--- src/rtl/urx_pkg.sv ---
package urx_pkg;
   typedef struct packed {
      logic       fer;
      logic       per;
      logic [7:0] data;
   } urx_entry_t;

   localparam logic [1:0] SEL_DATA = 2'd0;
   localparam logic [1:0] SEL_STAT = 2'd1;
   localparam logic [1:0] SEL_CNT  = 2'd2;
   localparam logic [1:0] SEL_CTRL = 2'd3;

   localparam int B_RDF = 0;
   localparam int B_PER = 1;
   localparam int B_FER = 2;
   localparam int B_DR  = 3;
   localparam int B_ER  = 4;
   localparam int B_BRK = 5;
   localparam int B_OVR = 6;
endpackage

--- src/rtl/urx_baud.sv ---
module urx_baud #(
   parameter int DIV_W = 12
) (
   input  logic             clk,
   input  logic             rst_n,
   input  logic [DIV_W-1:0] div,
   output logic             tick
);
   logic [DIV_W-1:0] cnt;

   always_ff @(posedge clk or negedge rst_n) begin
      if (!rst_n) begin
         cnt  <= '0;
         tick <= 1'b0;
      end else if (cnt >= div) begin
         cnt  <= '0;
         tick <= 1'b1;
      end else begin
         cnt  <= cnt + 1'b1;
         tick <= 1'b0;
      end
   end
endmodule

--- src/rtl/urx_frame.sv ---
module urx_frame #(
   parameter int BRK_TICKS  = 160,
   parameter bit HAS_PARITY = 1'b1
) (
   input  logic               clk,
   input  logic               rst_n,
   input  logic               en,
   input  logic               tick,
   input  logic               rx_i,
   input  logic               par_en,
   input  logic               par_odd,
   output logic               push,
   output urx_pkg::urx_entry_t entry,
   output logic               idle,
   output logic               brk_pulse
);
   localparam int BW = $clog2(BRK_TICKS + 1);

   typedef enum logic [2:0] {S_IDLE, S_START, S_DATA, S_PAR, S_STOP, S_BRK} st_t;

   st_t         st;
   logic [1:0]  sync;
   logic [3:0]  ph;
   logic [2:0]  bitn;
   logic [7:0]  sh;
   logic        par_bad;
   logic [BW-1:0] bcnt;
   logic        use_par;
   logic        rxs;

   assign rxs  = sync[1];
   assign idle = (st == S_IDLE);

   generate
      if (HAS_PARITY) begin : g_par
         assign use_par = par_en;
      end else begin : g_nopar
         assign use_par = 1'b0;
      end
   endgenerate

   always_ff @(posedge clk or negedge rst_n) begin
      if (!rst_n) sync <= 2'b11;
      else        sync <= {sync[0], rx_i};
   end

   always_ff @(posedge clk or negedge rst_n) begin
      if (!rst_n) begin
         st        <= S_IDLE;
         ph        <= '0;
         bitn      <= '0;
         sh        <= '0;
         par_bad   <= 1'b0;
         bcnt      <= '0;
         push      <= 1'b0;
         entry     <= '0;
         brk_pulse <= 1'b0;
      end else begin
         push      <= 1'b0;
         brk_pulse <= 1'b0;
         if (!en) begin
            st <= S_IDLE;
            ph <= '0;
         end else if (tick) begin
            ph <= ph + 1'b1;
            unique case (st)
               S_IDLE: begin
                  ph <= '0;
                  if (!rxs) st <= S_START;
               end
               S_START: begin
                  if (ph == 4'd7) begin
                     ph   <= '0;
                     bitn <= '0;
                     st   <= rxs ? S_IDLE : S_DATA;
                  end
               end
               S_DATA: begin
                  if (ph == 4'd15) begin
                     sh      <= {rxs, sh[7:1]};
                     bitn    <= bitn + 1'b1;
                     par_bad <= 1'b0;
                     if (bitn == 3'd7) st <= use_par ? S_PAR : S_STOP;
                  end
               end
               S_PAR: begin
                  if (ph == 4'd15) begin
                     par_bad <= (rxs != (^sh ^ par_odd));
                     st      <= S_STOP;
                  end
               end
               S_STOP: begin
                  if (ph == 4'd15) begin
                     push      <= 1'b1;
                     entry.fer <= ~rxs;
                     entry.per <= par_bad & use_par;
                     entry.data <= sh;
                     bcnt      <= '0;
                     st        <= rxs ? S_IDLE : S_BRK;
                  end
               end
               S_BRK: begin
                  if (rxs) begin
                     st <= S_IDLE;
                  end else if (bcnt != BW'(BRK_TICKS)) begin
                     bcnt <= bcnt + 1'b1;
                     if (bcnt == BW'(BRK_TICKS - 1)) brk_pulse <= 1'b1;
                  end
               end
               default: st <= S_IDLE;
            endcase
         end
      end
   end
endmodule

--- src/rtl/urx_fifo.sv ---
module urx_fifo #(
   parameter int DEPTH = 16,
   parameter int W     = 10,
   localparam int AW   = (DEPTH > 1) ? $clog2(DEPTH) : 1,
   localparam int CW   = $clog2(DEPTH + 1)
) (
   input  logic          clk,
   input  logic          rst_n,
   input  logic          push,
   input  logic [W-1:0]  din,
   input  logic          pop,
   output logic [W-1:0]  dout,
   output logic [CW-1:0] count
);
   logic [W-1:0]  mem [DEPTH];
   logic [AW-1:0] wp, rp;
   logic          do_push, do_pop;

   assign do_push = push && (count != CW'(DEPTH));
   assign do_pop  = pop && (count != '0);
   assign dout    = mem[rp];

   function automatic logic [AW-1:0] nxt(input logic [AW-1:0] p);
      return (p == AW'(DEPTH - 1)) ? '0 : p + 1'b1;
   endfunction

   always_ff @(posedge clk) begin
      if (do_push) mem[wp] <= din;
   end

   always_ff @(posedge clk or negedge rst_n) begin
      if (!rst_n) begin
         wp    <= '0;
         rp    <= '0;
         count <= '0;
      end else begin
         if (do_push) wp <= nxt(wp);
         if (do_pop)  rp <= nxt(rp);
         if (do_push && !do_pop)      count <= count + 1'b1;
         else if (do_pop && !do_push) count <= count - 1'b1;
      end
   end
endmodule

--- src/rtl/urx_status.sv ---
module urx_status #(
   parameter int DEPTH    = 16,
   parameter int IDLE_ETU = 15,
   localparam int CW      = $clog2(DEPTH + 1),
   localparam int IT      = IDLE_ETU * 16,
   localparam int TW      = $clog2(IT + 1)
) (
   input  logic          clk,
   input  logic          rst_n,
   input  logic [CW-1:0] count,
   input  logic [CW-1:0] trig,
   input  logic          push_evt,
   input  logic          err_evt,
   input  logic          brk_evt,
   input  logic          ovr_evt,
   input  logic          line_idle,
   input  logic          tick,
   input  logic          stat_rd,
   input  logic          stat_wr,
   input  logic [6:0]    wbits,
   output logic          rdf,
   output logic          dr,
   output logic          er,
   output logic          brk,
   output logic          ovr
);
   import urx_pkg::*;

   logic          rdf_seen, armed, fire;
   logic [TW-1:0] tcnt;

   assign fire = armed && line_idle && tick && (tcnt == TW'(IT - 1));

   always_ff @(posedge clk or negedge rst_n) begin
      if (!rst_n) begin
         armed <= 1'b0;
         tcnt  <= '0;
      end else if (push_evt) begin
         armed <= 1'b1;
         tcnt  <= '0;
      end else if (!line_idle) begin
         tcnt <= '0;
      end else if (armed && tick) begin
         tcnt <= tcnt + 1'b1;
         if (fire) armed <= 1'b0;
      end
   end

   always_ff @(posedge clk or negedge rst_n) begin
      if (!rst_n) begin
         rdf      <= 1'b0;
         rdf_seen <= 1'b0;
      end else if (stat_wr && !wbits[B_RDF] && rdf_seen) begin
         rdf      <= 1'b0;
         rdf_seen <= 1'b0;
      end else begin
         if (count >= trig) rdf <= 1'b1;
         if (stat_rd && rdf) rdf_seen <= 1'b1;
      end
   end

   always_ff @(posedge clk or negedge rst_n) begin
      if (!rst_n) begin
         dr  <= 1'b0;
         er  <= 1'b0;
         brk <= 1'b0;
         ovr <= 1'b0;
      end else begin
         dr  <= (fire && count != '0 && count < trig) | (dr  & ~(stat_wr & ~wbits[B_DR]));
         er  <= err_evt | (er  & ~(stat_wr & ~wbits[B_ER]));
         brk <= brk_evt | (brk & ~(stat_wr & ~wbits[B_BRK]));
         ovr <= ovr_evt | (ovr & ~(stat_wr & ~wbits[B_OVR]));
      end
   end
endmodule

--- src/rtl/uart_rx_fifo_stat.sv ---
module uart_rx_fifo_stat #(
   parameter int DEPTH      = 16,
   parameter int DIV_W      = 12,
   parameter int IDLE_ETU   = 15,
   parameter int BRK_TICKS  = 160,
   parameter bit HAS_PARITY = 1'b1,
   localparam int CW        = $clog2(DEPTH + 1)
) (
   input  logic             clk,
   input  logic             rst_n,
   input  logic             rx_i,
   input  logic [DIV_W-1:0] baud_div,
   input  logic [1:0]       reg_sel,
   input  logic             reg_rd,
   input  logic             reg_wr,
   input  logic [7:0]       reg_wdata,
   output logic [7:0]       reg_rdata
);
   import urx_pkg::*;

   initial begin
      assert (DEPTH >= 2 && DEPTH <= 255) else $error("DEPTH out of range");
      assert (IDLE_ETU >= 1 && BRK_TICKS >= 2) else $error("timer limits out of range");
   end

   logic [7:0]   ctrl;
   logic         rx_en, tick, fr_push, push_g, fr_idle, brk_evt, pop;
   logic         stat_rd, stat_wr, full;
   urx_entry_t   fr_entry, head;
   logic [CW-1:0] fifo_count, trig;
   logic         st_rdf, st_dr, st_er, st_brk, st_ovr, head_per, head_fer;

   assign rx_en   = ctrl[0];
   assign push_g  = fr_push & rx_en;
   assign pop     = reg_rd && (reg_sel == SEL_DATA);
   assign stat_rd = reg_rd && (reg_sel == SEL_STAT);
   assign stat_wr = reg_wr && (reg_sel == SEL_STAT);
   assign full    = (fifo_count == CW'(DEPTH));

   always_comb begin
      int t;
      t = int'(ctrl[7:4]) + 1;
      if (t > DEPTH) t = DEPTH;
      trig = t[CW-1:0];
   end

   always_ff @(posedge clk or negedge rst_n) begin
      if (!rst_n)                              ctrl <= '0;
      else if (reg_wr && reg_sel == SEL_CTRL)  ctrl <= reg_wdata;
   end

   urx_baud #(.DIV_W(DIV_W)) baud_i (
      .clk(clk), .rst_n(rst_n), .div(baud_div), .tick(tick)
   );

   urx_frame #(.BRK_TICKS(BRK_TICKS), .HAS_PARITY(HAS_PARITY)) frame_i (
      .clk(clk), .rst_n(rst_n), .en(rx_en), .tick(tick), .rx_i(rx_i),
      .par_en(ctrl[1]), .par_odd(ctrl[2]), .push(fr_push), .entry(fr_entry),
      .idle(fr_idle), .brk_pulse(brk_evt)
   );

   urx_fifo #(.DEPTH(DEPTH), .W($bits(urx_entry_t))) fifo_i (
      .clk(clk), .rst_n(rst_n), .push(push_g), .din(fr_entry), .pop(pop),
      .dout(head), .count(fifo_count)
   );

   urx_status #(.DEPTH(DEPTH), .IDLE_ETU(IDLE_ETU)) status_i (
      .clk(clk), .rst_n(rst_n), .count(fifo_count), .trig(trig),
      .push_evt(push_g), .err_evt(push_g & (fr_entry.fer | fr_entry.per)),
      .brk_evt(brk_evt & rx_en), .ovr_evt(push_g & full), .line_idle(fr_idle),
      .tick(tick), .stat_rd(stat_rd), .stat_wr(stat_wr), .wbits(reg_wdata[6:0]),
      .rdf(st_rdf), .dr(st_dr), .er(st_er), .brk(st_brk), .ovr(st_ovr)
   );

   assign head_per = (fifo_count != '0) & head.per;
   assign head_fer = (fifo_count != '0) & head.fer;

   always_comb begin
      unique case (reg_sel)
         SEL_DATA: reg_rdata = (fifo_count != '0) ? head.data : 8'h00;
         SEL_STAT: reg_rdata = {1'b0, st_ovr, st_brk, st_er, st_dr, head_fer, head_per, st_rdf};
         SEL_CNT:  reg_rdata = 8'(fifo_count);
         default:  reg_rdata = ctrl;
      endcase
   end
endmodule

--- config.mk ---
export PLATFORM = sky130hd
export DESIGN_NAME = uart_rx_fifo_stat
export DESIGN_NICKNAME = d
export VERILOG_FILES = /design/src/rtl/urx_pkg.sv /design/src/rtl/urx_baud.sv /design/src/rtl/urx_frame.sv /design/src/rtl/urx_fifo.sv /design/src/rtl/urx_status.sv /design/src/rtl/uart_rx_fifo_stat.sv
export SDC_FILE = /design/constraint.sdc
export NUM_CORES = 1
export LEC_CHECK = 0
export BUFFER_PORTS_ARGS = -buffer_cell sky130_fd_sc_hd__buf_2
export CAP_MARGIN = 20
export CORE_UTILIZATION = 30
export CTS_CLUSTER_DIAMETER = 50
export DETAILED_ROUTE_END_ITERATION = 7
export PLACE_DENSITY = 0.41
export REMOVE_ABC_BUFFERS = 1
export SKIP_LAST_GASP = 1
export SYNTH_ARGS = -nofsm -noshare
export SYNTH_HDL_FRONTEND = slang
export SYNTH_SLANG_ARGS = --single-unit
--- constraint.sdc ---
create_clock -name clk -period 7.7 [get_ports clk]
set_input_delay 0.77 -clock clk [delete_from_list [all_inputs] [get_ports clk]]
set_output_delay 0.77 -clock clk [all_outputs]
set_load 0.05 [all_outputs]
==> run metrics <==
initial antenna violation count 0; die area 38,300 um2; Worst-Margin Slew 0.989 ns; Diodes inserted 0; metal2 WL 12.8 mm; DRT antenna net count 0; register area share after synthesis 62.8%; Global Route Usage Sum 14.3%; final setup violating endpoints 0; crit-path max FO 22; async set-reset flop share out of synthesis 36.0%; Root Driver clkbuf_16; number of global-route vias before repair 6,928; Peak VDD IR 0.137 mV; share of layout cells above drive strength 1 21.2%; Achievable Freq 243 MHz; Die Y 196 um; synthesized instance count 766; # Post-CTS Setup Buffers 0; final hold vios 0; crit path capture type output port; core area 36,800 um2; Distinct cells, synth 63; status completed; Slew Viols, Final 0; WL met1 11.9 mm; P_leak 4.53 nW; Slew HR 34.0%; DRT iter0 DRCs 347; Fillers 3,523; top layer in use met4; Max-Cap Viols 0; number of synthesized flops with an enable pin 160; hold_buf cts 0; post-cts resize count 0; WL final 26.5 mm; most common cell after layout, fill and taps aside edfxtp_1; Clock Latency Late Sink 0.52 ns; Synth Flop Type edfxtp_1; Clock Sinks 250; first-pass GRT wire length 41.6 mm; Final Skew 0.0259 ns; maximum clock path buffer count 3; drt wl/cell 20.3 um; vias per cell 5.04; routed wl met3 1.19 mm; Total Neg Setup Slack 0 ns; TritonCTS Buffers 36; post-detail-place hpwl 17.1 mm; Port Buf Inserts 34; final core occ 35.5%; synthesized cell area 11,200 um2; GRT overflow 0; Clock transition at path regs 0.06 ns; # DRC 0; Critical Path RT 6.93 ns; H-tree levels 2; FP Rows 70; Critical Path Start fifo_i.rp[0]; Arr. time, crit path 3.35 ns; Power Dens Cells 290 nW/um2; largest net degree at the start of global routing 74; CTS tree done; Total Nets Final 876; Hold Path Class in -> async; CP Class reg -> out; area of the multi-input gates 3950 um2; unrepaired setup endpoints after global routing no; critical path launch point type flop; die width 196 um; number of top-level pins 35; Mean Syn Cell Area 14.7 um2; via count 6,586; worst hold slack 0.114 ns; part of the cycle the worst path needs 53.5%; Initial Util 30.6%; crit path time final 4.12 ns; area delta synth->final 16.1%; Reg area 7060 um2; number of synthesized register bits 250; YS warnings 0; most frequent cells in the layout edfxtp_1, dfrtp_1, mux4_2, nand2_1, clkbuf_16; r2r startpoint ctrl[0]; 1st-pass router iterations 5; GP Congestion 0.778
## worst max-delay path, stage by stage (launching register included)
cell and delay (ns):
dfrtp_2 0.71, buf_4 0.48, mux4_2 0.55, a22oi_1 0.20
nand3_1 0.14, a22oi_1 0.18, a2bb2o_1 0.32, buf_2 0.22
## flip-flops by register name, summed over array words and instances, names as in the netlist, 2 cells and up
signal         cells
fifo_i.mem       160
baud_i.cnt        12
frame_i.entry     10
ctrl               8
frame_i.bcnt       8
frame_i.sh         8
status_i.tcnt      8
fifo_i.count       5
fifo_i.rp          4
fifo_i.wp          4
frame_i.ph         4
frame_i.bitn       3
frame_i.st         3
frame_i.sync       2
## synth_stat cells (2+ instances only)
master | number | area [um2]
a211oi_1 | 12 | 90.1
a21o_1 | 11 | 82.6
a21oi_1 | 19 | 95.1
a22o_1 | 6 | 52.6
a22oi_1 | 10 | 75.1
a31oi_1 | 5 | 31.3
and2_1 | 20 | 125
and3_1 | 10 | 62.6
and3b_1 | 3 | 26.3
buf_1 | 2 | 7.51
buf_2 | 10 | 50.1
buf_4 | 3 | 22.5
clkbuf_1 | 15 | 56.3
dfrtp_1 | 88 | 2200
dfstp_2 | 2 | 52.6
edfxtp_1 | 160 | 4800
ha_1 | 34 | 425
inv_1 | 28 | 105
mux2_2 | 35 | 394
mux4_2 | 44 | 991
nand2_1 | 42 | 158
nand2b_1 | 8 | 50.1
nand3_1 | 29 | 145
nand3b_1 | 2 | 15.0
nand4_1 | 5 | 31.3
nand4b_1 | 2 | 17.5
nor2_1 | 30 | 113
nor2b_1 | 13 | 81.3
nor3_1 | 3 | 15.0
nor3b_1 | 2 | 15.0
nor4_1 | 2 | 12.5
o2111ai_1 | 4 | 35.0
o21a_1 | 5 | 37.5
o21ai_0 | 32 | 160
o22ai_1 | 6 | 37.5
o31ai_1 | 3 | 22.5
or3_1 | 5 | 31.3
or4_1 | 2 | 15.0
xnor2_1 | 16 | 140
xor2_1 | 15 | 131
## per-stage QoR
stage / area [um2] / std cells / total power [mW] / worst slack [ns]
after floorplan: 11100 / 736 / 2.05 / 3.64
after global placement: 11900 / 1244 / 2.24 / 4.10
after detailed placement: 11900 / 1244 / 2.26 / 4.07
after CTS: 13100 / 1307 / 3.85 / 3.51
after global routing: 13100 / 1307 / 3.97 / 3.32
final: 13100 / 1307 / 3.79 / 3.58
## worst paths after layout
kind	to	slack, ns	depth (start not counted)
min	fifo_i.rp[3]	0.11	1
max reg2reg	fifo_i.count[4]	4.34	10
max	reg_rdata[1]	3.58	7
max in group asynchronous	fifo_i.rp[0]	6.31	2
min in group clk	frame_i.sync[0]	0.35	1
min reg2reg	frame_i.sync[1]	0.35	0
## power by group
group	switching (mW)	internal, mW	total (mW)
clock network	0.595	0.972	1.57
logic	0.369	0.280	0.649
registers	0.103	1.47	1.57
## cell families (layout without fill, tap and decap cells)
kind of cell / count (synthesis) / count (layout) / synth area share [%]
AND/OR/NAND/NOR: 185 / 185 / 8.68
multiplexers: 80 / 80 / 12.4
flip-flops: 250 / 250 / 62.8
buffers and inverters: 58 / 131 / 2.15
XOR/XNOR: 32 / 32 / 2.61
adder cells (fa/ha/maj): 35 / 35 / 3.96
AO/OA/AOI/OAI: 126 / 126 / 7.45
## per-layer routing
| metal | GRT usage [%] | up-vias |
|---|---|---|
| met5 | 0 | - |
| met2 | 23.7 | 151 |
| met3 | 2.63 | 43 |
| met1 | 19.0 | 3354 |
| met4 | 4.55 | 0 |
| li1 | - | 3038 |
## layout make-up
| class | count | share of cell area, % |
|---|---|---|
| sequential | 250 | 54.1 |
| tap | 468 | 4.48 |
| clock buffer | 47 | 7.54 |
| timing repair buffer | 40 | 1.67 |
| inverter | 28 | 0.805 |
| multi-input combinational | 458 | 30.2 |
| clock inverter | 16 | 1.21 |
(Power assumes the default switching activity.)
